**src/rtl/adc_serial_reader.sv**
```systemverilog
module adc_serial_reader #(
  parameter int WORD_W    = 12,
  parameter int EN_CLKS   = 2,
  parameter int NULL_BITS = 1,
  parameter int DIV_W     = 8
) (
  input  logic              clk,
  input  logic              rst_n,
  input  logic              start,
  input  logic              check_en,
  input  logic [DIV_W-1:0]  half_div,
  input  logic              sdi,
  output logic              cs_n,
  output logic              sclk,
  output logic              busy,
  output logic              done,
  output logic [WORD_W-1:0] result,
  output logic              mismatch
);
  localparam int CW = $clog2(EN_CLKS + NULL_BITS + 2*WORD_W);
  localparam int IW = $clog2(WORD_W);
  localparam logic [CW-1:0] E_FIRST = CW'(EN_CLKS + NULL_BITS + 1);
  localparam logic [CW-1:0] E_WORD  = CW'(EN_CLKS + NULL_BITS + WORD_W);
  localparam logic [CW-1:0] E_MIRR  = CW'(EN_CLKS + NULL_BITS + 2*WORD_W - 1);

  typedef enum logic [1:0] {S_IDLE, S_RUN, S_GUARD} st_t;
  st_t st;

  logic [DIV_W-1:0]  hp, ph;
  logic [DIV_W:0]    gc;
  logic [CW-1:0]     cnt;
  logic [WORD_W-1:0] sh;
  logic              chk, err;

  wire           phase_end = (ph == hp - DIV_W'(1));
  wire [CW-1:0]  edge_n    = cnt + CW'(1);
  wire [IW-1:0]  mi        = IW'(edge_n - E_WORD);
  wire [CW-1:0]  last_edge = chk ? E_MIRR : E_WORD;

  assign busy = (st != S_IDLE);

  always_ff @(posedge clk or negedge rst_n) begin
    if (!rst_n) begin
      st <= S_IDLE; cs_n <= 1'b1; sclk <= 1'b0; done <= 1'b0;
      result <= '0; mismatch <= 1'b0; hp <= DIV_W'(1); ph <= '0;
      gc <= '0; cnt <= '0; sh <= '0; chk <= 1'b0; err <= 1'b0;
    end else begin
      done <= 1'b0;
      case (st)
        S_IDLE: if (start) begin
          st <= S_RUN; cs_n <= 1'b0; ph <= '0; cnt <= '0;
          hp <= (half_div == '0) ? DIV_W'(1) : half_div;
          chk <= check_en; err <= 1'b0; mismatch <= 1'b0;
        end
        S_RUN: if (!phase_end) ph <= ph + DIV_W'(1);
        else begin
          ph <= '0;
          if (!sclk) begin
            sclk <= 1'b1;
            cnt  <= edge_n;
            if (edge_n >= E_FIRST && edge_n <= E_WORD) sh <= {sh[WORD_W-2:0], sdi};
            else if (edge_n > E_WORD && sdi != sh[mi]) err <= 1'b1;
          end else begin
            sclk <= 1'b0;
            if (cnt == last_edge) begin
              cs_n <= 1'b1; done <= 1'b1; result <= sh; mismatch <= err;
              st <= S_GUARD; gc <= '0;
            end
          end
        end
        S_GUARD: if (gc == {hp, 1'b0} - (DIV_W+1)'(1)) st <= S_IDLE;
                 else gc <= gc + (DIV_W+1)'(1);
        default: st <= S_IDLE;
      endcase
    end
  end

  p_sclk_idle_r3: assert property (@(posedge clk) disable iff (!rst_n) cs_n |-> !sclk);
  p_cs_busy_r9:   assert property (@(posedge clk) disable iff (!rst_n) !cs_n |-> busy);
  p_done_one_r7:  assert property (@(posedge clk) disable iff (!rst_n) done |=> !done);
  p_cs_rise_r7:   assert property (@(posedge clk) disable iff (!rst_n) done |-> $rose(cs_n));
  p_res_hold_r8:  assert property (@(posedge clk) disable iff (!rst_n) !$stable(result) |-> done);
endmodule

```
**config.mk**
```make
export PLATFORM = sky130hd
export DESIGN_NAME = adc_serial_reader
export DESIGN_NICKNAME = d
export VERILOG_FILES = /design/src/rtl/adc_serial_reader.sv
export SDC_FILE = /design/constraint.sdc
export NUM_CORES = 1
export LEC_CHECK = 0
export BUFFER_PORTS_ARGS = -buffer_cell sky130_fd_sc_hd__buf_4
export CORE_UTILIZATION = 60
export CTS_CLUSTER_DIAMETER = 150
export CTS_CLUSTER_SIZE = 14
export DETAILED_ROUTE_END_ITERATION = 8
export PLACE_DENSITY = 0.85
export SETUP_SLACK_MARGIN = 0.2
export SYNTH_ARGS = -nofsm -noshare
export SYNTH_HDL_FRONTEND = slang
export SYNTH_SLANG_ARGS = --single-unit
export TNS_END_PERCENT = 30
```
**constraint.sdc**
```tcl
create_clock -name clk -period 4.01 [get_ports clk]
set_input_delay 0.802 -clock clk [delete_from_list [all_inputs] [get_ports clk]]
set_output_delay 0.802 -clock clk [all_outputs]
set_load 0.03 [all_outputs]
```
After elaboration in Yosys (flattened, before gate mapping)
Index checks and enable logic that the tools add are counted.
{"block": "word_totals", "regBits": 62, "inputBits": 13, "out_inout_bits": 17, "word_cells": 97}
{"block": "op_classes", "addsub": 6, "order_cmp": 4, "eq_ne": 15, "mux": 41, "bitwise_logic": 1, "n_reduce_logical": 17}
{"op": "two-way mux 9 bit", "n": 4}
{"op": "two-way mux 8 bit", "n": 3}
{"op": "two-way mux 5 bit", "n": 4}
{"op": "inequality test 2 bit, second input constant", "n": 9}
{"op": "case mux 9 bit (2 select lines)", "n": 1}
{"op": "two-way mux 1 bit", "n": 17}
{"op": "case mux 8 bit (2 select lines)", "n": 1}
{"op": "AND reduction 5 bit", "n": 3}
{"op": "AND reduction 4 bit", "n": 3}
{"op": "two-way mux 2 bit", "n": 5}
{"op": "case mux 5 bit (2 select lines)", "n": 1}
{"op": "adder 9 x 1 -> 9 bit, second input constant", "n": 1}
{"op": "equality test 9 bit", "n": 1}
{"op": "subtractor 9 x 1 -> 9 bit, second input constant", "n": 1}
{"op": "adder 8 x 1 -> 8 bit, second input constant", "n": 1}
{"op": "equality test 8 bit", "n": 1}
{"op": "logical NOT 8 bit", "n": 1}
{"op": "subtractor 8 x 1 -> 8 bit, second input constant", "n": 1}
{"op": "case mux 1 bit (2 select lines)", "n": 3}
{"op": "case mux 2 bit (3 select lines)", "n": 1}
{"op": "AND reduction 2 bit", "n": 3}
{"op": "AND reduction 6 bit", "n": 1}
{"op": "nonzero test 2 bit", "n": 3}
{"op": "adder 5 x 1 -> 5 bit, second input constant", "n": 1}
{"op": "other kinds (13)", "n": 14}

Longest topological paths before layout
{"block": "depth", "word_depth": 11, "mapped_depth": 11, "mapped_depth_nobuf": 9}

Least setup slack after synthesis
No wires, ideal clock.
{"block": "synth_timing", "kind": "reg-to-reg", "start": "reg hp[0]", "end": "reg result[2]", "setup_time_ns": 0.127, "t_arrival_ns": 2.790, "required_ns": 3.883, "setup_slack_ns": 1.093, "path_stages_with_launch": 11, "synth_period_minus_slack_ns": 2.917, "cell_sequence": "dfstp_2 -> inv_1 -> ha_1 -> clkbuf_1 -> nor3b_1 -> a311oi_1 -> o211ai_1 -> a221o_2 -> nor3_4 -> buf_6 -> mux2_1"}
{"block": "synth_between", "elab_chain_cells": 3}
{"element": "from (decl)", "line_no": "29", "source": "logic [DIV_W-1:0] hp, ph;"}
{"element": "from (signal assigned)", "line_no": "52", "source": "hp <= (half_div == '0) ? DIV_W'(1) : half_div;"}
{"element": "subtractor 8 x 1 -> 8 bit", "line_no": "35", "source": "wire phase_end = (ph == hp - DIV_W'(1));"}
{"element": "equality test 8 bit", "line_no": "35"}
{"element": "AND reduction 4 bit (no line)"}
{"element": "to (signal assigned)", "line_no": "45", "source": "result <= '0; mismatch <= 1'b0; hp <= DIV_W'(1); ph <= '0;"}
{"element": "to (signal assigned)", "line_no": "66", "source": "cs_n <= 1'b1; done <= 1'b1; result <= sh; mismatch <= err;"}
{"element": "to (decl)", "line_no": "17", "source": "output logic [WORD_W-1:0] result,"}
No other way between the ends.
A chain may end at the register's enable or synchronous reset.

Final worst setup path
{"block": "layout_timing", "start": "reg hp[0]", "end": "reg sh[10]"}
{"block": "layout_between", "elab_chain_cells": 3}
{"element": "subtractor 8 x 1 -> 8 bit", "line_no": "35"}
{"element": "equality test 8 bit", "line_no": "35"}
{"element": "AND reduction 4 bit (no line)"}
{"element": "to (signal assigned)", "line_no": "61", "source": "if (edge_n >= E_FIRST && edge_n <= E_WORD) sh <= {sh[WORD_W-2:0], sdi};"}
{"element": "to (decl)", "line_no": "32", "source": "logic [WORD_W-1:0] sh;"}
No other way between the ends.

==> key figures <==
Power and ir drop
  • Net Sw Power: about 0.27 mW
  • PD cells: 294 mW/mm²
  • Clock power share: 42.7%
  • Int Pwr: around 0.86 mW
  • Static Leak: approximately 1.8 nW
  • Flop pwr share: between 50% and 60%
  • Switching Fraction: approximately 24%
  • Worst vdd ir: ~0.00032 V
  • Combinational power share: 2.0%

Synthesis
  • Number of synthesized flops with an enable pin: 0
  • Ranking of synthesized cells by area: dfrtp_1 43%, mux2_2 6.5%, nand2_1 5.4%, xnor2_1 2.5%, xor2_1 2.5%
  • Top-count cell post-synth: dfrtp_1
  • Syn. warnings: 0
  • Synth Flop Type: dfrtp_1
  • Syn_nets: 373
  • Synth area leader: dfrtp_1
  • Ys async rst share: 100%
  • Sequential-to-total area share from yosys stat: 44.6%
  • Cells after synthesis: between 300 and 400
  • Yosys top cell area share: between 40 and 50%
  • Syn_area_per_cell: between 9 and 10 µm²
  • Commonest cells in the synthesized netlist: 60 x dfrtp_1, 50 x nand2_1, 21 x nor2_1
  • Mapped Area: about 0.0035 mm²
  • FF+latch count, synth: 62
  • Distinct cell type count after synthesis: 59

Clock tree
  • Root buf cell: clkbuf_8
  • Resized cells post-CTS: 0
  • TritonCTS clock tree: done
  • CTS Sinks: 62
  • Htree depth: 3
  • Hold buffers post-CTS: 0
  • CTS buffer count: 9
  • Clk buf depth: 2
  • Worst-Skew Late Latency: about 0.35 ns
  • Post-CTS repair timing setup buffer count: 0
  • Clk slew on worst S/H paths: approximately 0.070 ns

Timing
  • Final hold vios: 0
  • Tmin final: about 3.3 ns
  • Fmax: 302 MHz
  • Fin crit share: around 80%
  • Fin. max-slew vios: 0
  • RSZ-0062 raised after global routing: false
  • Worst slew margin: a little under two fifths
  • Worst-margin pin slew: roughly 0.93 ns
  • Count of final setup violators: 0
  • Setup TNS: 0 ns
  • Final setup skew: 0.00751 ns

Critical path
  • Worst Setup End Kind: flop
  • Levels on crit path: 8
  • CP delay by family, top: simple AND/OR/NAND/NOR gates
  • Worst reg-to-reg path cell count: 8
  • WP buf/inv: 1
  • Max incr delay on CP: about 0.73 ns
  • WP data arrival: 3.54 ns
  • Worst Path Required: ~4.2 ns
  • Crit path launch type: flop
  • Highest-delay cell along the critical path: nor4_4
  • Crit path max fanout: 12
  • Setup Crit Path Kind: flop to flop
  • CP cell instances: inv_1 > ha_1 > nor3b_1 > a311oi_1 > o211ai_1 > a221o_2 > nor4_4 > mux2_2

Cells and area
  • N_diodes: 0
  • Nets: 389
  • Fin area: 0.00385 mm²
  • Layout area overhead: 10.6%
  • Layout cells sized above 1: between 20% and 30%

Routing
  • Number of routed nets with antenna violations: 0
  • Via/cell ratio: 6.16
  • Final WL: about 7.2 mm
  • Drc violations: 0
  • Routed vias: between 2000 and 3000
  • Drt pass-1 iters: 4
  • Wire per inst: between 15 and 20 µm
  • Initial DRC count: 194

Floorplan
  • Initial Utilization: between 60% and 70%
  • Top-Level Pins: 30
  • Die width: 78.2 µm
  • Die ar.: approximately 0.006 mm²
  • Die H: ~78 µm
  • # rows: 27
  • CORE AREA: ~0.0055 mm²

Global routing
  • Gr ovfl total: 0
  • First-pass GRT wire length: 12.5 mm
  • Vias in the first global route: roughly 2700
  • Largest net degree at the start of global routing: 63
  • Antenna violations before repair: 0
  • Total track usage: 26.2%

Outcome
  • Status: finished, final reports clean

Place
  • Final Wtd Congestion: 0.918
  • Placed inst area: about 0.0037 mm²
  • Dpl hpwl: 5.08 mm
  • Port Buffers: 29

Hold path
  • Hold depth: 1
  • HP Class: flop to flop

Run
  • Max Cap Viol: 0
-- through the flow --
| stage | total power, mW | hold slack, ns | setup slack [ns] | utilization (%) | std cells |
|---|---|---|---|---|---|
| after floorplan | 0.639 | 0.443 | 1.09 | - | 355 |
| after global routing | 1.18 | 0.528 | 0.494 | 69.5 | 448 |
| final | 1.13 | 0.493 | 0.704 | 69.5 | 448 |
| after detailed placement | 0.662 | 0.475 | 0.731 | 66.4 | 432 |
| after global placement | 0.662 | 0.472 | 0.801 | 66.4 | 432 |
| after CTS | 1.14 | 0.500 | 0.707 | 69.5 | 448 |
-- logic make-up (layout without fill, tap and decap cells) --
group,Yosys count,count (layout),synth area share (%)
xor+xnor,21,21,5.71
fa+ha+maj,6,6,2.08
mux,29,29,10.3
compound gates,74,74,14.5
simple gates,130,130,18.5
flops,62,62,44.6
buf+inv,33,54,4.34
-- routing by layer --
metal	track usage (%)	share of wire, %
met2	41.1	50
met4	12.4	2.4
met1	34.3	43
met3	6.51	4.4
met5	0	0
-- cell type report --
class,instances,area (µm²)
multi-input cells,260,1780
clock buffers,9,124
flip-flops and latches,62,1550
fillers,413,1690
repair buffers,30,225
clock inverters,7,50.0
inverters,8,30.0
well taps,72,90.1
-- state kept, by name (all words and copies together) (netlist names) --
name,cells
result,12
sh,12
gc,9
hp,8
ph,8
cnt,5
st,2
chk,1
cs_n,1
done,1
err,1
mismatch,1
sclk,1
-- power by group through the flow --
| stage | sequential, mW | clock, mW | combinational [mW] |
|---|---|---|---|
| floorplan | 0.638 | 0 | 0.00129 |
| global placement | 0.638 | 0 | 0.0242 |
| detailed placement | 0.638 | 0 | 0.0241 |
| CTS | 0.626 | 0.493 | 0.0242 |
| global route | 0.626 | 0.524 | 0.0268 |
| finish | 0.626 | 0.484 | 0.0230 |
-- layout by cell type (no fill, tap or decap), types with 3 or more instances in the layout --
master     n
dfrtp_1   60
o31ai_1    3
mux2_2    20
inv_1      8
o22a_1     5
nand2_1   50
o21ai_0   17
and3_1     7
a31oi_1    6
nor2_1    21
nand3_1   10
mux2_1     5
nand2b_1   7
a21o_1     3
ha_1       5
nor3_1    13
mux4_2     3
clkinv_2   3
nand4_1    5
clkinv_4   3
buf_4     30
xor2_1    10
xnor2_1   10
a21oi_1   16
clkbuf_8   9
a22o_1     5
-- worst register-to-register path: stages, from the launching register on --
cell and delay (ns):
dfstp_2 0.59, inv_1 0.07, ha_1 0.28, nor3b_1 0.22, a311oi_1 0.29, o211ai_1 0.15, a221o_2 0.45, nor4_4 0.73
mux2_2 0.42
-- path summary, 6_finish.rpt --
| kind | end | start | slack [ns] |
|---|---|---|---|
| min in group asynchronous | hp[4]$_DFFE_PN0P_ | rst_n | 0.51 |
| max in group asynchronous | sh[4]$_DFFE_PN0P_ | rst_n | 2.98 |
| max reg2reg | sh[10]$_DFFE_PN0P_ | hp[0]$_DFFE_PN1P_ | 0.70 |
| min | result[4]$_DFFE_PN0P_ | result[4]$_DFFE_PN0P_ | 0.49 |
| min reg2reg | result[4]$_DFFE_PN0P_ | result[4]$_DFFE_PN0P_ | 0.49 |
| max | sh[10]$_DFFE_PN0P_ | hp[0]$_DFFE_PN1P_ | 0.70 |
Power figures use the tool's default switching activity.
